`src/rtl/bsc_pkg.sv`:
```
package bsc_pkg;

    typedef enum logic [3:0] {
        ST_HUNT,
        ST_SYN1,
        ST_OPEN,
        ST_ODLE,
        ST_HDR,
        ST_TXT,
        ST_TTX,
        ST_TDLE,
        ST_BCC1,
        ST_BCC2
    } rx_state_e;

    typedef enum logic [1:0] {
        TAG_NONE = 2'd0,
        TAG_HDR  = 2'd1,
        TAG_TXT  = 2'd2,
        TAG_TTX  = 2'd3
    } data_tag_e;

    // positions of the control codes in the classifier hit vector
    localparam int K_SYN1 = 0;
    localparam int K_SYN2 = 1;
    localparam int K_SOH  = 2;
    localparam int K_STX  = 3;
    localparam int K_ETX  = 4;
    localparam int K_DLE  = 5;
    localparam int K_NUM  = 6;

endpackage

```
`src/rtl/bsc_char_class.sv`:
```
module bsc_char_class #(
    parameter int CHAR_W = 8,
    parameter int N      = 6,
    parameter logic [N*CHAR_W-1:0] CODES = '0
) (
    input  logic [CHAR_W-1:0] ch,
    input  logic              lrc_mode,
    output logic [N-1:0]      hit
);
    localparam logic [CHAR_W-1:0] MASK_NARROW = {1'b0, {(CHAR_W-1){1'b1}}};

    logic [CHAR_W-1:0] mask;
    assign mask = lrc_mode ? MASK_NARROW : '1;

    for (genvar g = 0; g < N; g++) begin : g_cmp
        assign hit[g] = ((ch ^ CODES[g*CHAR_W +: CHAR_W]) & mask) == '0;
    end
endmodule

```
`src/rtl/bsc_bcc_accum.sv`:
```
module bsc_bcc_accum #(
    parameter int CHAR_W = 8,
    parameter int CRC_W  = 16,
    parameter logic [CRC_W-1:0] CRC_POLY = 16'hA001
) (
    input  logic              clk,
    input  logic              rst_n,
    input  logic              clr,
    input  logic              upd,
    input  logic              par_chk,
    input  logic              lrc_mode,
    input  logic [CHAR_W-1:0] in_char,
    output logic [CRC_W-1:0]  acc_nxt,
    output logic              par_bad_nxt
);
    localparam int LRC_W = CHAR_W - 1;

    logic [CRC_W-1:0] acc_q, acc_d;
    logic             pb_q, pb_d;
    logic             fb;

    always_comb begin
        acc_d = clr ? '0 : acc_q;
        pb_d  = clr ? 1'b0 : pb_q;
        fb    = 1'b0;
        if (upd) begin
            if (lrc_mode) begin
                acc_d = acc_d ^ CRC_W'(in_char[LRC_W-1:0]);
            end else begin
                for (int i = 0; i < CHAR_W; i++) begin
                    fb    = acc_d[0] ^ in_char[i];
                    acc_d = acc_d >> 1;
                    if (fb) acc_d = acc_d ^ CRC_POLY;
                end
            end
        end
        if (par_chk && lrc_mode && !(^in_char)) pb_d = 1'b1;
    end

    always_ff @(posedge clk or negedge rst_n) begin
        if (!rst_n) begin
            acc_q <= '0;
            pb_q  <= 1'b0;
        end else begin
            acc_q <= acc_d;
            pb_q  <= pb_d;
        end
    end

    assign acc_nxt     = acc_d;
    assign par_bad_nxt = pb_d;
endmodule

```
`src/rtl/bsc_rx.sv`:
```
module bsc_rx
    import bsc_pkg::*;
#(
    parameter int CHAR_W = 8,
    parameter int CRC_W  = 16,
    parameter logic [CRC_W-1:0]  CRC_POLY  = 16'hA001,
    parameter logic [CHAR_W-1:0] SYN1_CODE = 8'h32,
    parameter logic [CHAR_W-1:0] SYN2_CODE = 8'h16,
    parameter logic [CHAR_W-1:0] SOH_CODE  = 8'h01,
    parameter logic [CHAR_W-1:0] STX_CODE  = 8'h02,
    parameter logic [CHAR_W-1:0] ETX_CODE  = 8'h03,
    parameter logic [CHAR_W-1:0] DLE_CODE  = 8'h10
) (
    input  logic              clk,
    input  logic              rst_n,
    input  logic              lrc_mode,
    input  logic              in_valid,
    input  logic [CHAR_W-1:0] in_byte,
    output logic              out_valid,
    output logic [CHAR_W-1:0] out_byte,
    output logic [1:0]        out_tag,
    output logic              frame_ok,
    output logic              crc_err,
    output logic              parity_err,
    output logic              frame_err
);
    localparam logic [K_NUM*CHAR_W-1:0] CODE_VEC =
        {DLE_CODE, ETX_CODE, STX_CODE, SOH_CODE, SYN2_CODE, SYN1_CODE};

    typedef struct packed {
        rx_state_e         st;
        logic              ov;
        logic [CHAR_W-1:0] ob;
        logic [1:0]        otag;
        logic              ok;
        logic              ce;
        logic              pe;
        logic              fe;
    } rx_regs_t;

    rx_regs_t r_q, r_d;

    logic [K_NUM-1:0]  hit;
    logic              acc_clr, acc_upd, par_upd;
    logic [CRC_W-1:0]  acc_nxt;
    logic              par_bad_nxt;
    logic [CHAR_W-1:0] dval;
    logic              finish;

    bsc_char_class #(.CHAR_W(CHAR_W), .N(K_NUM), .CODES(CODE_VEC)) u_class (
        .ch(in_byte), .lrc_mode(lrc_mode), .hit(hit)
    );

    bsc_bcc_accum #(.CHAR_W(CHAR_W), .CRC_W(CRC_W), .CRC_POLY(CRC_POLY)) u_accum (
        .clk(clk), .rst_n(rst_n), .clr(acc_clr), .upd(acc_upd), .par_chk(par_upd),
        .lrc_mode(lrc_mode), .in_char(in_byte), .acc_nxt(acc_nxt),
        .par_bad_nxt(par_bad_nxt)
    );

    assign dval = lrc_mode ? {1'b0, in_byte[CHAR_W-2:0]} : in_byte;

    always_comb begin
        r_d     = r_q;
        r_d.ov  = 1'b0;
        r_d.ok  = 1'b0;
        r_d.ce  = 1'b0;
        r_d.pe  = 1'b0;
        r_d.fe  = 1'b0;
        acc_clr = 1'b0;
        acc_upd = 1'b0;
        par_upd = 1'b0;
        finish  = 1'b0;
        if (in_valid) begin
            unique case (r_q.st)
                ST_HUNT: if (hit[K_SYN1]) r_d.st = ST_SYN1;
                ST_SYN1: begin
                    if (hit[K_SYN2])      r_d.st = ST_OPEN;
                    else if (!hit[K_SYN1]) r_d.st = ST_HUNT;
                end
                ST_OPEN: begin
                    acc_clr = 1'b1;
                    if (hit[K_SYN1] || hit[K_SYN2]) begin
                        r_d.st = ST_OPEN;
                    end else begin
                        par_upd = 1'b1;
                        if (hit[K_SOH])      r_d.st = ST_HDR;
                        else if (hit[K_STX]) r_d.st = ST_TXT;
                        else if (hit[K_DLE]) r_d.st = ST_ODLE;
                        else                 r_d.st = ST_HUNT;
                    end
                end
                ST_ODLE: begin
                    par_upd = 1'b1;
                    r_d.st  = hit[K_STX] ? ST_TTX : ST_HUNT;
                end
                ST_HDR: begin
                    par_upd = 1'b1;
                    acc_upd = 1'b1;
                    if (hit[K_STX]) begin
                        r_d.st = ST_TXT;
                    end else begin
                        r_d.ov = 1'b1; r_d.ob = dval; r_d.otag = TAG_HDR;
                    end
                end
                ST_TXT: begin
                    par_upd = 1'b1;
                    acc_upd = 1'b1;
                    if (hit[K_ETX]) begin
                        r_d.st = ST_BCC1;
                    end else begin
                        r_d.ov = 1'b1; r_d.ob = dval; r_d.otag = TAG_TXT;
                    end
                end
                ST_TTX: begin
                    par_upd = 1'b1;
                    if (hit[K_DLE]) begin
                        r_d.st = ST_TDLE;
                    end else begin
                        acc_upd = 1'b1;
                        r_d.ov = 1'b1; r_d.ob = dval; r_d.otag = TAG_TTX;
                    end
                end
                ST_TDLE: begin
                    par_upd = 1'b1;
                    if (hit[K_DLE]) begin
                        acc_upd = 1'b1;
                        r_d.st  = ST_TTX;
                        r_d.ov = 1'b1; r_d.ob = dval; r_d.otag = TAG_TTX;
                    end else if (hit[K_ETX]) begin
                        acc_upd = 1'b1;
                        r_d.st  = ST_BCC1;
                    end else begin
                        r_d.fe = 1'b1;
                        r_d.st = ST_HUNT;
                    end
                end
                ST_BCC1: begin
                    par_upd = 1'b1;
                    acc_upd = 1'b1;
                    if (lrc_mode) finish = 1'b1;
                    else          r_d.st = ST_BCC2;
                end
                ST_BCC2: begin
                    acc_upd = 1'b1;
                    finish  = 1'b1;
                end
                default: r_d.st = ST_HUNT;
            endcase
        end
        if (finish) begin
            r_d.st = ST_HUNT;
            if (par_bad_nxt)        r_d.pe = 1'b1;
            else if (acc_nxt != '0) r_d.ce = 1'b1;
            else                    r_d.ok = 1'b1;
        end
    end

    always_ff @(posedge clk or negedge rst_n) begin
        if (!rst_n) r_q <= '{st: ST_HUNT, default: '0};
        else        r_q <= r_d;
    end

    assign out_valid  = r_q.ov;
    assign out_byte   = r_q.ob;
    assign out_tag    = r_q.otag;
    assign frame_ok   = r_q.ok;
    assign crc_err    = r_q.ce;
    assign parity_err = r_q.pe;
    assign frame_err  = r_q.fe;
endmodule

```
`config.mk`:
```
export PLATFORM = sky130hd
export DESIGN_NAME = bsc_rx
export DESIGN_NICKNAME = d
export VERILOG_FILES = /design/src/rtl/bsc_pkg.sv /design/src/rtl/bsc_char_class.sv /design/src/rtl/bsc_bcc_accum.sv /design/src/rtl/bsc_rx.sv
export SDC_FILE = /design/constraint.sdc
export NUM_CORES = 1
export LEC_CHECK = 0
export BUFFER_PORTS_ARGS = -buffer_cell sky130_fd_sc_hd__buf_2
export CAP_MARGIN = 10
export CORE_MARGIN = 1.5
export CORE_UTILIZATION = 50
export CTS_CLUSTER_SIZE = 28
export DETAILED_ROUTE_END_ITERATION = 6
export GPL_TIMING_DRIVEN = 0
export HOLD_SLACK_MARGIN = 0.1
export PLACE_DENSITY = 0.69
export RECOVER_POWER = 50
export SLEW_MARGIN = 0
export SYNTH_ARGS = -nofsm -noshare
export SYNTH_HDL_FRONTEND = slang
export SYNTH_SLANG_ARGS = --single-unit
```
`constraint.sdc`:
```
create_clock -name clk -period 3.8 [get_ports clk]
set_input_delay 0 -clock clk [delete_from_list [all_inputs] [get_ports clk]]
set_output_delay 0 -clock clk [all_outputs]
set_load 0.1 [all_outputs]
```
; ---- Word level (Yosys, flattened, before mapping)
; Cells that the tools add are included.
[word_totals]
word_cells = 151
out_inout_bits = 15
ff_bits = 36
[classes]
bitwise = 29
n_eq_ne = 20
reduce_logical = 19
n_mux = 73
[ops]
columns = operator, n
row1 = $mux W16, 25
row2 = $and A8 B8 Y8, 6
row3 = $logic_not A8 Y1, 6
row4 = $mux W11, 4
row5 = $pmux W11 S4, 1
row6 = $mux W4, 10
row7 = $pmux W4 S10, 1
row8 = $not A2 Y3, 8
row9 = $mux W1, 19
row10 = $eq A4 B3 Y1 const B, 4
row11 = $mux W8, 2
row12 = $reduce_bool A16 Y1, 1
row13 = $xor A16 B7 Y16, 1
row14 = $mux W15, 1
row15 = $mux W3, 5
row16 = $ne A3 B3 Y1 const B, 5
row17 = $ne A2 B2 Y1 const B, 5
row18 = $eq A4 B2 Y1 const B, 2
row19 = $eq A4 B4 Y1 const B, 2
row20 = $reduce_and A8 Y1, 1
row21 = $reduce_xor A8 Y1, 1
row22 = $xor A1 B1 Y1, 8
row23 = $not A3 Y3, 2
row24 = $reduce_and A6 Y1, 1
row25 = 15 further kinds, 20

; ---- Depth between registers and ports, before layout
; Gate-level depths: netlist (run 1).
[depth]
word_depth = 40
mapped_depth = 12
ltp_nobuf = 10

; ---- Hierarchy
; From an unflattened synthesis (run 1), not the netlist that was laid out.
[hier_totals]
cells_unflattened = 287
area_unflattened_um2 = 2516.2
[modules_own_cells]
columns = module, seq_area_each_um2, area_per_inst_um2, cells_each, n_inst
row1 = bsc_rx, 475.5, 1239.9, 142, 1
row2 = bsc_bcc_accum, 425.4, 1172.4, 128, 1
row3 = bsc_char_class, 0.0, 103.8, 17, 1

; ---- Least setup slack after synthesis (run 1)
; No wires, ideal clock.
[synth_path]
path_kind = register -> register
start = reg r_q[18] (netlist name)
end = reg r_q (netlist bit frame_ok)
required_ps = 3704
path_slack_ps = 1498
path_stages_with_launch = 10
period_less_slack_ps = 2302
arrival_time_ps = 2206
setup_time_ps = 96
path_cell_list = dfrtp_1 and2b_4 nand3_2 o31ai_4 or2_1 buf_6 mux2_4 nor3_2 nand3_1 nor4_2
[synth_rtl]
columns = item, line
row1 = from (decl), bsc_rx.sv:41  ; rx_regs_t r_q, r_d;
row2 = from (signal assigned), bsc_rx.sv:160  ; else r_q <= r_d;

==> results by group, run 1 <==
Place
  • GP Congestion: 0.8845
  • Estimated wirelength of the detail-placed design: 5.681 mm
  • Buffers on Ports: 25

Power and ir drop
  • Leak pwr: 0.001605 uW
  • Internal Power: 982.2 uW
  • Part of the power in registers: 28.5%
  • P_sw: 604.4 uW
  • Power share of the clock group: between 10% and 20%
  • Power density relative to cell area: 460.8 nW/um2
  • Peak supply drop: 0.2593 mV
  • Fraction of power spent switching nets: about two fifths
  • Power share of the combinational group: a little over half

Floorplanning
  • Vertical die dimension: 81.72 um
  • Total die area: 6677 um2
  • Std-Cell Rows: 28
  • Horizontal die dimension: 81.72 um
  • Core footprint: 5956 um2
  • Initial core utilization: 52.02%
  • Ports: 27

Logic synthesis
  • Total of warnings raised by yosys: 0
  • Fraction of synthesized cell area taken by the top area cell type: 29.08%
  • Synth cell count leaders: sky130_fd_sc_hd__nand2_1 (37), sky130_fd_sc_hd__dfrtp_1 (36), sky130_fd_sc_hd__o21ai_0 (25), sky130_fd_sc_hd__xnor2_1 (25), sky130_fd_sc_hd__a21oi_1 (17)
  • Top-count cell post-synth: sky130_fd_sc_hd__nand2_1
  • Mean cell area of the mapped netlist: 8.826 um2
  • Synth area leaders: sky130_fd_sc_hd__dfrtp_1 (29%), sky130_fd_sc_hd__xnor2_1 (7.1%), sky130_fd_sc_hd__nand2_1 (4.5%)
  • Register bit count reported by yosys: 36
  • Number of flops mapped to enable cells by yosys: 0
  • Net count after synthesis: 372
  • Count of cell types in the netlist: 68
  • Sequential-to-total area share from yosys stat: just under 30%
  • Top FF cell, synth: sky130_fd_sc_hd__dfrtp_1
  • Fraction of registers with async set or reset after synthesis: 100.0%
  • Post-synth top area cell: sky130_fd_sc_hd__dfrtp_1
  • Synthesized area: around 3100 um2
  • Instance count of the mapped netlist: around 350

STA
  • Max Clock Skew: 0.006493 ns
  • Number of failing hold endpoints at the final stage: 0
  • Count of endpoints failing setup in the final report: 0
  • Max-slew violation count: 37
  • Post-route fraction of the period consumed by the critical path: 73.43%
  • Post-route setup TNS: 0 ns
  • Final worst path period need: 2.790 ns
  • Transition time at the pin with the least slew margin: 1.954 ns
  • Setup repair after global routing missed its margin: false
  • Worst relative slew slack: -30.28%
  • Max Clk Rate: 358.4 MHz

Worst setup path
  • RR Startpoint: r_q[15]
  • Critical Path Source Type: flop
  • Data arrival time of the critical path: 2.99 ns
  • Crit Path Max Fanout: 10
  • Reg2reg path depth: 9
  • Cell with the largest stage delay on the worst path: sky130_fd_sc_hd__nor4b_4
  • Path type of the worst setup path: flop to flop
  • Slowest stage delay, CP: a little under 0.5 ns
  • Series of cell instances along the critical path: buf_6 -> nor4b_4 -> nand2_2 -> clkbuf_8 -> buf_2 -> buf_1 -> a22oi_1 -> nand4_1 -> a31oi_1
  • Nature of the critical path endpoint: flop
  • Crit path required time: 4.00 ns
  • Worst reg2reg path endpoint: crc_err
  • Setup slack of the most critical reg-to-reg path: 1.01 ns

Routing
  • Highest metal layer used by the detailed router: met4
  • Number of violations reported at the end of detailed-routing iteration 0: 234
  • Wirelength, routed: 7.600 mm
  • Average wire length per cell after detail routing: ~16 um
  • Routed wl met3: 427 um
  • Vias after detailed routing: around 2.7k
  • Routed via count divided by cell count: 5.810
  • Router iterations before antenna repair: 5
  • ANT nets after route: 0
  • WL met2: around 3.3 mm
  • Residual DRC: 0
  • Metal-1 WL: 3.758 mm

GRT
  • Initial antenna violation count: 0
  • Via count of the first global-routing pass: ~2.6k
  • Global route total overflow: 0
  • Total routing resource utilization after global routing: 25.07%
  • Wire length of the first global-routing pass: 12.58 mm
  • Maximum number of pins on one net before global-route repair: 37

Final layout
  • Final core utilization: 57.82%
  • Layout cell share with drive strength beyond 1: a little under a fifth
  • Register cell area after layout: around 900 um2
  • Area used by multi-input combinational logic: 1919 um2
  • Number of diodes: 0
  • Filler cell count: 579
  • Layout net count: 408
  • Area growth, synth to finish: 11.15%

Min path
  • End of the worst hold path: out_byte[2]
  • Min-Delay Startpoint: in_byte[2]
  • Min-delay worst type: input port to flop
  • Worst hold path cell count: 3

Clock tree
  • Post-CTS Setup Bufs: 0
  • Sinks on the clock net: 36
  • Clock latency at the later pin of the worst-skew pair: ~0.29 ns
  • Number of buffers created by CTS: 5
  • CTS tree: done
  • Number of gates given a new drive strength after cts: 0
  • Clock transition at the register clock pins on the worst setup and hold paths after CTS: 0.07 ns
  • H-tree levels: 2
  • Maximum clock path buffer count: 2
  • Root Buffer Master: sky130_fd_sc_hd__clkbuf_8

Run status
  • Failing checks: max-capacitance violations, max-slew violations
  • Outcome: finished with violations

Run
  • Number of max-cap violations: 1
worst max path at each step:
| stage | start | cells past startpoint | endpoint |
|---|---|---|---|
| 6_report | r_q[15] | 9 | crc_err |
| 5_1_grt | in_byte[3] | 13 | out_tag[1] |
| 4_1_cts | r_q[15] | 9 | crc_err |
| 3_5_place_dp | r_q[15] | 9 | crc_err |
| 3_3_place_gp | r_q[15] | 9 | crc_err |
| 2_1_floorplan | r_q[18] | 9 | frame_ok |
routing by layer:
| layer | GRT usage [%] | vias to the layer above |
|---|---|---|
| met5 | 0 | - |
| met4 | 7.966 | 0 |
| met3 | 3.333 | 14 |
| met2 | 38.93 | 98 |
| met1 | 35.99 | 1257 |
| li1 | - | 1315 |
sequential cells by signal, summed over array words and instances, names as in the netlist:
register,count
u_accum.acc_q,16
out_byte,8
r_q,4
out_tag,2
crc_err,1
frame_err,1
frame_ok,1
out_valid,1
parity_err,1
u_accum.pb_q,1
cells by family (layout without fill, tap and decap cells):
kind of cell | after synthesis | in the layout | share of synthesized area [%]
DFF | 36 | 36 | 29.08
xor gates and xnor gates | 43 | 43 | 14.34
adders and majority gates | 9 | 9 | 3.635
muxes | 6 | 6 | 2.100
AOI/OAI and AO/OA | 94 | 94 | 20.48
and+or+nand+nor | 118 | 118 | 21.40
buffers and inverters | 45 | 81 | 8.966
power by group through the flow:
| stage | clock, uW | sequential (uW) | combinational [uW] |
|---|---|---|---|
| 6_report | 307 | 452 | 827 |
| 4_1_cts | 311 | 451 | 821 |
| 2_1_floorplan | 0 | 449 | 680 |
| 5_1_grt | 328 | 455 | 910 |
| 3_5_place_dp | 0 | 459 | 811 |
| 3_3_place_gp | 0 | 458 | 800 |
metrics by stage:
stage | instance area [um2] | power (uW) | hold WS, ns | std cells | setup WS (ns)
floorplan | 3098 | 1130 | -0.2956 | 351 | 1.498
global placement | 3317 | 1259 | 0.1395 | 451 | 1.087
detailed placement | 3317 | 1270 | 0.1437 | 451 | 1.063
CTS | 3453 | 1583 | 0.1064 | 462 | 1.035
global route | 3443 | 1693 | 0.1201 | 462 | 0.7321
finish | 3443 | 1587 | 0.1114 | 462 | 1.010
repair_timing:
| item | CTS | global route |
|---|---|---|
| hold buffers | 4 | 0 |
| endpoints found under the hold margin | 39 | 0 |
| setup endpoints to repair | 0 | 0 |
placed cells by master (no fill, tap or decap), types with 12 or more instances in the layout:
master / n
sky130_fd_sc_hd__nand2_1: 37
sky130_fd_sc_hd__nand3_1: 15
sky130_fd_sc_hd__nor2_1: 15
sky130_fd_sc_hd__xor2_1: 12
sky130_fd_sc_hd__clkbuf_1: 17
sky130_fd_sc_hd__a21oi_1: 17
sky130_fd_sc_hd__o21ai_0: 25
sky130_fd_sc_hd__buf_2: 23
sky130_fd_sc_hd__dfrtp_1: 36
sky130_fd_sc_hd__xnor2_1: 25
critical path, delay by kind of cell (launching register included):
| family | cells | cell delay, ns |
|---|---|---|
| compound gates | 2 | 0.58 |
| simple gates | 3 | 0.91 |
| flops | 1 | 0.37 |
| buf+inv | 4 | 0.82 |
area by class of cell:
type | instances | share of cell area (%)
multi-input combinational | 270 | 55.74
inverter | 11 | 1.199
sequential | 36 | 26.16
clock buffer | 7 | 2.798
tap | 75 | 2.725
timing repair buffer | 29 | 4.506
buffer | 34 | 6.868
Note: power is estimated with default switching activity, not from simulation.
==> run 2: changes to the inputs <==
- ABC_AREA: default -> 1
- clock period: 3.8 -> 2.9 ns (I/O delays scaled with it)
==> run 2 against run 1 <==
The run still ends with max-capacitance violations, max-slew violations left. Final area fell by 9.4%. Worst hold slack worse by 0.0056 ns. Highest routed layer unchanged. Clock skew fell by 0.00097 ns. Synthesized cell count rose by 6.0%. Clock-buffer cell count fell by 2. Largest power group unchanged. First-iteration DRC count fell by 15%. Combinational power is 130% higher.
==> results by group, run 2 <==
Worst setup path
  • Slowest stage delay, CP: 0.41 ns (-0.08 ns)
  • Path type of the worst setup path: flop to flop
  • Critical Path Source: r_q[17]
  • Crit Path Max Fanout: 10 (unchanged)
  • Worst reg2reg path endpoint: frame_ok
  • Critical path endpoint: frame_ok
  • Crit path required time: 3.12 ns (-0.88 ns)
  • RR Startpoint: r_q[17]
  • Setup slack of the most critical reg-to-reg path: 0.33 ns (-0.68 ns)
  • Nature of the critical path endpoint: flop
  • Reg2reg path depth: 16 (+7)
  • Data arrival time of the critical path: 2.80 ns (-0.19 ns)
  • Cell with the largest stage delay on the worst path: sky130_fd_sc_hd__dfrtp_1
  • Critical Path Source Type: flop
  • Series of cell instances along the critical path: nor2_1 -> nand3_2 -> buf_6 -> nand2_2 -> xor2_4 -> xnor2_2 -> nand2_1 -> nand2_1 -> nand2_1 -> nor2_1 -> nand3_1 -> nor2_1 -> nand2_1 -> nor2_2 -> nand2_1 -> nor2_2
  • CP dominant cell by count: sky130_fd_sc_hd__nand2_1

Final layout
  • Area used by multi-input combinational logic: 1536 um2 (-20%)
  • Number of diodes: 0 (unchanged)
  • Largest reg by FF count: u_accum.acc_q
  • Register cell area after layout: 900.9 um2 (unchanged)
  • Layout net count: 429 (+5.1%)
  • Number of flip-flops under the largest register name: 16 (unchanged)
  • Leading cell types in the layout, fill and taps excluded: sky130_fd_sc_hd__nand2_1 (105), sky130_fd_sc_hd__inv_1 (43), sky130_fd_sc_hd__dfrtp_1 (36), sky130_fd_sc_hd__nand3_1 (32), sky130_fd_sc_hd__nor2_1 (21)
  • Layout cell share with drive strength beyond 1: 21.76% (+3.2 points)
  • Fin area: 3119 um2 (-9.4%)
  • Most common cell after layout, fill and taps aside: sky130_fd_sc_hd__nand2_1
  • Filler cell count: 507 (-12%)
  • Area growth, synth to finish: 13.01%

GRT
  • Global route total overflow: 0 (unchanged)
  • Via count of the first global-routing pass: 2267 (-11%)
  • Maximum number of pins on one net before global-route repair: 37 (unchanged)
  • Initial antenna violation count: 0 (unchanged)
  • Total routing resource utilization after global routing: 23.03% (-2.0 points)
  • Wire length of the first global-routing pass: 10.72 mm (-15%)

Logic synthesis
  • Fraction of synthesized cell area taken by the top area cell type: 32.64% (+3.6 points)
  • Synth cell count leaders: sky130_fd_sc_hd__nand2_1 (105), sky130_fd_sc_hd__inv_1 (43), sky130_fd_sc_hd__dfrtp_1 (36)
  • Synth area leaders: sky130_fd_sc_hd__dfrtp_1 (33%), sky130_fd_sc_hd__nand2_1 (14%), sky130_fd_sc_hd__inv_1 (5.8%)
  • Top FF cell, synth: sky130_fd_sc_hd__dfrtp_1
  • Post-synth top area cell: sky130_fd_sc_hd__dfrtp_1
  • Sequential-to-total area share from yosys stat: 32.64% (+3.6 points)
  • Total of warnings raised by yosys: 0 (unchanged)
  • Mean cell area of the mapped netlist: 7.420 um2 (-16%)
  • Register bit count reported by yosys: 36 (unchanged)
  • Instance count of the mapped netlist: 372 (+6.0%)
  • Count of cell types in the netlist: 38 (-44%)
  • Synthesized area: 2760 um2 (-11%)
  • Net count after synthesis: 393 (+5.6%)
  • Fraction of registers with async set or reset after synthesis: 100.0% (unchanged)
  • Top-count cell post-synth: sky130_fd_sc_hd__nand2_1
  • Number of flops mapped to enable cells by yosys: 0 (unchanged)

STA
  • Post-route setup TNS: 0 ns (unchanged)
  • Max-slew violation count: 37 (unchanged)
  • Number of failing hold endpoints at the final stage: 0 (unchanged)
  • Max Clk Rate: 388.4 MHz (+8.4%)
  • Post-route fraction of the period consumed by the critical path: 88.78% (+15 points)
  • Max Clock Skew: 0.005526 ns (-0.0009662 ns)
  • Count of endpoints failing setup in the final report: 0 (unchanged)
  • Post-Route Hold Slack: 0.1058 ns (-0.005644 ns)
  • Worst relative slew slack: -32.00% (-1.7 points)
  • Transition time at the pin with the least slew margin: 1.980 ns (+0.02583 ns)
  • Final worst path period need: 2.575 ns (-0.2157 ns)
  • Setup repair after global routing missed its margin: false

Clock tree
  • CTS Hold Bufs: 5 (+1)
  • Post-CTS Setup Bufs: 0 (unchanged)
  • Clock transition at the register clock pins on the worst setup and hold paths after CTS: 0.08 ns (about the same)
  • CTS tree: done
  • H-tree levels: 2 (unchanged)
  • Clock latency at the later pin of the worst-skew pair: 0.29 ns (about the same)
  • Number of gates given a new drive strength after cts: 0 (unchanged)
  • Maximum clock path buffer count: 2 (unchanged)
  • Sinks on the clock net: 36 (unchanged)
  • Number of buffers created by CTS: 5 (unchanged)
  • Root Buffer Master: sky130_fd_sc_hd__clkbuf_8

Floorplanning
  • Total die area: 5975 um2 (-11%)
  • Core footprint: 5205 um2 (-13%)
  • Horizontal die dimension: 77.30 um (-5.4%)
  • Initial core utilization: 53.03% (+1.0 points)
  • Vertical die dimension: 77.30 um (-5.4%)
  • Ports: 27 (unchanged)
  • Std-Cell Rows: 26 (-7.1%)

Place
  • Buffers on Ports: 24 (-4.0%)
  • GP Congestion: 0.9279 (+4.9%)
  • Total cell area at the placement stage: 2968 um2 (-11%)
  • Estimated wirelength of the detail-placed design: 4.925 mm (-13%)

Routing
  • Vias after detailed routing: 2448 (-8.8%)
  • Average wire length per cell after detail routing: 13.24 um (-20%)
  • Residual DRC: 0 (unchanged)
  • Wirelength, routed: 6.341 mm (-17%)
  • Routed via count divided by cell count: 5.111 (-12%)
  • Number of violations reported at the end of detailed-routing iteration 0: 198 (-15%)
  • Router iterations before antenna repair: 4 (-1)
  • ANT nets after route: 0 (unchanged)

Power and ir drop
  • Post-route total power: 3139 uW (+98%)
  • Power density relative to cell area: 1006 nW/um2 (+120%)
  • Peak supply drop: 0.5140 mV (+98%)
  • Leak pwr: 0.001684 uW (+5.0%)

Run status
  • Outcome: finished with violations
  • Failing checks: max-capacitance violations, max-slew violations

Run
  • Number of max-cap violations: 1 (unchanged)

Min path
  • Min-delay worst type: input port to flop
==> run 2: cell count changes after synthesis, sizes merged, moves of 7 or more <==
cell / previous run / this run
xor2: 12 / 5
a21oi: 17 / 6
nand2: 38 / 134
nor2: 15 / 25
clkbuf: 12 / 1
o21ai: 26 / 15
xnor2: 28 / 5
nand3: 16 / 38
inv: 11 / 47
==> run 2: how the worst min path moves through the flow <==
| stage | from | endpoint | slack, ns | cells past startpoint |
|---|---|---|---|---|
| 3_3_place_gp | rst_n | r_q[18] | 0.14 | 1 |
| 4_1_cts | in_byte[3] | out_byte[3] | 0.10 | 3 |
| 6_report | in_byte[3] | out_byte[3] | 0.11 | 3 |
| 3_5_place_dp | rst_n | r_q[18] | 0.15 | 1 |
| 5_1_grt | in_byte[4] | out_byte[4] | 0.11 | 3 |
| 2_1_floorplan | rst_n | crc_err | -0.30 | 0 |
==> run 2: metal layers <==
layer,vias up,wire length [um],GRT usage [%]
li1,1265,-,-
met2,64,2776,34.30
met4,0,87,7.636
met3,7,243,2.500
met5,-,0,0
met1,1112,3233,34.55
==> run 2: per-stage QoR <==
| stage | setup WS (ns) | cells | util (%) |
|---|---|---|---|
| after floorplan | 0.8358 | 372 | - |
| after global placement | 0.4445 | 466 | 57.02 |
| after detailed placement | 0.4047 | 466 | 57.02 |
| after CTS | 0.3770 | 479 | 60.12 |
| after global routing | 0.1494 | 479 | 59.93 |
| final | 0.3255 | 479 | 59.93 |
==> run 2: worst max-delay path: cells and delay by family, from the launching register on <==
kind / cells / cell delay, ns
and+or+nand+nor: 13 / 1.47
buffers and inverters: 1 / 0.19
xor gates and xnor gates: 2 / 0.42
DFF: 1 / 0.41
==> run 2: kinds of logic (layout without fill, tap and decap cells) <==
family	Yosys count	after routing	share of synthesized area, %
and+or+nand+nor	207	207	37.08
buffers and inverters	66	103	11.70
AOI/OAI and AO/OA	44	44	10.38
DFF	36	36	32.64
xor gates and xnor gates	10	10	4.125
adders and majority gates	9	9	4.080
==> run 2: cell type report <==
class / count / share of cell area [%]
clock buffer: 5 / 2.206
timing repair buffer: 29 / 5.134
inverter: 48 / 5.937
tap: 70 / 2.808
clock inverter: 3 / 1.364
sequential: 36 / 28.88
buffer: 18 / 4.412
multi-input combinational: 270 / 49.26
==> run 2: power breakdown <==
part	switching (uW)	internal, uW	leakage, uW
clock network	193	254	0.0000541
registers	96.7	686	0.000466
logic	1330	574	0.00116
total	1620	1510	0.00168
==> run 3: changes to the inputs <==
- PLACE_DENSITY: 0.69 -> default
- PLACE_DENSITY_LB_ADDON: default -> 0.3
==> run 3 against run 2 <==
The run still ends with max-capacitance violations, max-slew violations left. Clock-buffer cell count grew 3. Register-to-register slack improved by 0.04 ns. Combinational power barely moved. Fmax fell by 0.51%. Clock skew grew 0.0021 ns. Non-clock buffer count up 1. Setup slack got worse by 0.013 ns. Die area is the same. Sequential share of layout area rose by 0.10 points. Critical path type is now input port to flop. Largest power group unchanged. Highest routed layer unchanged.
==> results by group, run 3 (synthesized netlist as in run 2, its figures left out) <==
Place
  • DP Cell Count: 466 (unchanged)
  • Total cell area at the placement stage: 2968 um2 (unchanged)
  • Estimated wirelength of the detail-placed design: 4.900 mm (-0.51%)
  • GP Congestion: 0.9487 (+2.2%)
  • Buffers on Ports: 24 (unchanged)

Run status
  • Outcome: finished with violations
  • Failing checks: max-capacitance violations, max-slew violations

Final layout
  • Largest reg by FF count: u_accum.acc_q
  • Leading cell types in the layout, fill and taps excluded: sky130_fd_sc_hd__nand2_1 (105), sky130_fd_sc_hd__inv_1 (43), sky130_fd_sc_hd__dfrtp_1 (36), sky130_fd_sc_hd__nand3_1 (32), sky130_fd_sc_hd__nor2_1 (21)
  • Post-route non-filler standard cell count: 480 (+0.21%)
  • Number of diodes: 0 (unchanged)
  • Number of flip-flops under the largest register name: 16 (unchanged)
  • Layout cell share with drive strength beyond 1: 21.22% (-0.54 points)
  • Area growth, synth to finish: 12.60%
  • Layout net count: 430 (+0.23%)
  • Most common cell after layout, fill and taps aside: sky130_fd_sc_hd__nand2_1
  • Fin area: 3108 um2 (-0.36%)
  • Filler cell count: 477 (-5.9%)

Routing
  • Residual DRC: 0 (unchanged)
  • Wirelength, routed: 6.260 mm (-1.3%)
  • ANT nets after route: 0 (unchanged)
  • Routed via count divided by cell count: 5.185 (+1.5%)
  • Number of violations reported at the end of detailed-routing iteration 0: 256 (+29%)
  • Average wire length per cell after detail routing: 13.04 um (-1.5%)
  • Router iterations before antenna repair: 5 (+1)
  • Vias after detailed routing: 2489 (+1.7%)

GRT
  • Total routing resource utilization after global routing: 22.76% (-0.28 points)
  • Via count of the first global-routing pass: 2285 (+0.79%)
  • Wire length of the first global-routing pass: 10.78 mm (+0.58%)
  • Global route total overflow: 0 (unchanged)
  • Maximum number of pins on one net before global-route repair: 37 (unchanged)
  • Initial antenna violation count: 0 (unchanged)

Clock tree
  • Maximum clock path buffer count: 2 (unchanged)
  • Clock transition at the register clock pins on the worst setup and hold paths after CTS: 0.07 ns (about the same)
  • Clock latency at the later pin of the worst-skew pair: 0.29 ns (about the same)
  • Sinks on the clock net: 36 (unchanged)
  • CTS tree: done
  • Number of buffers created by CTS: 5 (unchanged)
  • CTS Hold Bufs: 6 (+1)
  • Root Buffer Master: sky130_fd_sc_hd__clkbuf_8
  • Number of gates given a new drive strength after cts: 0 (unchanged)
  • Post-CTS Setup Bufs: 0 (unchanged)
  • H-tree levels: 2 (unchanged)

Min path
  • Min-delay worst type: input port to flop
  • End of the worst hold path: out_byte[5]
  • Worst hold path cell count: 3 (unchanged)
  • Min-Delay Startpoint: in_byte[5]

STA
  • Post-route fraction of the period consumed by the critical path: 89.23% (+0.45 points)
  • Transition time at the pin with the least slew margin: 1.933 ns (-0.04714 ns)
  • Max-slew violation count: 37 (unchanged)
  • Max Clock Skew: 0.007609 ns (+0.002082 ns)
  • Post-route setup TNS: 0 ns (unchanged)
  • Final worst path period need: 2.588 ns (+0.01319 ns)
  • Max Clk Rate: 386.4 MHz (-0.51%)
  • Post-Route Hold Slack: 0.1017 ns (-0.004133 ns)
  • Setup repair after global routing missed its margin: false
  • Worst relative slew slack: -28.86% (+3.1 points)
  • Count of endpoints failing setup in the final report: 0 (unchanged)
  • Number of failing hold endpoints at the final stage: 0 (unchanged)

Floorplanning
  • Vertical die dimension: 77.30 um (unchanged)
  • Total die area: 5975 um2 (unchanged)
  • Core footprint: 5205 um2 (unchanged)
  • Horizontal die dimension: 77.30 um (unchanged)
  • Initial core utilization: 53.03% (unchanged)
  • Ports: 27 (unchanged)
  • Std-Cell Rows: 26 (unchanged)

Worst setup path
  • Buf+Inv Stages, Crit Path: 4 (+3)
  • Crit path required time: 3.12 ns (about the same)
  • Critical Path Source Type: input port
  • Reg2reg path depth: 15 (-1)
  • Crit Path Max Fanout: 10 (unchanged)
  • Series of cell instances along the critical path: dlygate4sd3_1 -> buf_2 -> inv_1 -> ha_1 -> nand2_1 -> inv_1 -> nand4_1 -> nand2_2 -> nand2_1 -> nand2_2 -> nand2_4 -> o21ai_0 -> nand2_1 -> nor2_1 -> nand3_1 -> nor2_1 -> nand2_1 -> nor2_2 -> nand2_1 -> nor2_2
  • RR Startpoint: r_q[17]
  • Worst reg2reg path endpoint: frame_ok
  • Path type of the worst setup path: input port to flop
  • Nature of the critical path endpoint: flop
  • CP dominant cell by count: sky130_fd_sc_hd__nand2_1
  • Slowest stage delay, CP: 0.53 ns (+0.12 ns)
  • CP delay by family, top: simple AND/OR/NAND/NOR gates
  • Setup slack of the most critical reg-to-reg path: 0.37 ns (+0.04 ns)
  • Cell with the largest stage delay on the worst path: sky130_fd_sc_hd__dlygate4sd3_1
  • Data arrival time of the critical path: 2.81 ns (about the same)

Power and ir drop
  • Peak supply drop: 0.5220 mV (+1.6%)
  • Power density relative to cell area: 988.3 nW/um2 (-1.8%)
  • Leak pwr: 0.001680 uW (-0.26%)

Run
  • Number of max-cap violations: 1 (unchanged)
run 3: cell types whose count changed in the layout (fill, tap and decap cells not counted), sizes merged:
cell	change
clkbuf	+3
bufinv	-1
clkinv	-1
clkinvlp	-1
dlygate4sd3	+1
run 3: per-layer routing:
layer  vias up  track usage, %  routed length (um)
met2        73           36.67                2871
met3         9           3.333                 323
met1      1138           31.86                2978
met4         0           6.000                  87
li1       1269               -                   -
met5         -               0                   0
run 3: tightest hold or removal path, stage by stage:
cell and delay [ns]:
sky130_fd_sc_hd__buf_2 0.12, sky130_fd_sc_hd__inv_1 0.12, sky130_fd_sc_hd__o31ai_1 0.09
run 3: worst max-delay path by stage:
| stage | start | endpoint | slack [ns] | cells past startpoint |
|---|---|---|---|---|
| floorplan | r_q[17] | frame_ok | 0.84 | 16 |
| global placement | r_q[17] | frame_ok | 0.40 | 15 |
| detailed placement | r_q[17] | frame_ok | 0.42 | 15 |
| CTS | in_byte[3] | frame_ok | 0.36 | 20 |
| global route | in_byte[3] | frame_ok | 0.02 | 20 |
| finish | in_byte[3] | frame_ok | 0.31 | 20 |
run 3: area by class of cell:
class | count | area, um2 | area share [%]
plain buffers | 18 | 137.6 | 4.428
well taps | 70 | 87.58 | 2.818
flip-flops and latches | 36 | 900.9 | 28.99
inverters | 48 | 185.2 | 5.958
clock buffers | 8 | 90.09 | 2.899
repair buffers | 30 | 170.2 | 5.475
multi-input cells | 270 | 1536 | 49.44
run 3: where the power goes:
group          internal (uW)  total [uW]  switching, uW
sequential               687         785           98.0
combinational            575        1920           1340
clock                    194         367            173
total                   1460        3070           1620
run 3: stage by stage:
| step | power, uW | setup slack (ns) | util (%) |
|---|---|---|---|
| global placement | 2654 | 0.4023 | 57.02 |
| CTS | 3074 | 0.3616 | 59.90 |
| global route | 3323 | 0.02153 | 59.71 |
| detailed placement | 2693 | 0.4153 | 57.02 |
| floorplan | 2380 | 0.8358 | - |
| finish | 3072 | 0.3123 | 59.71 |
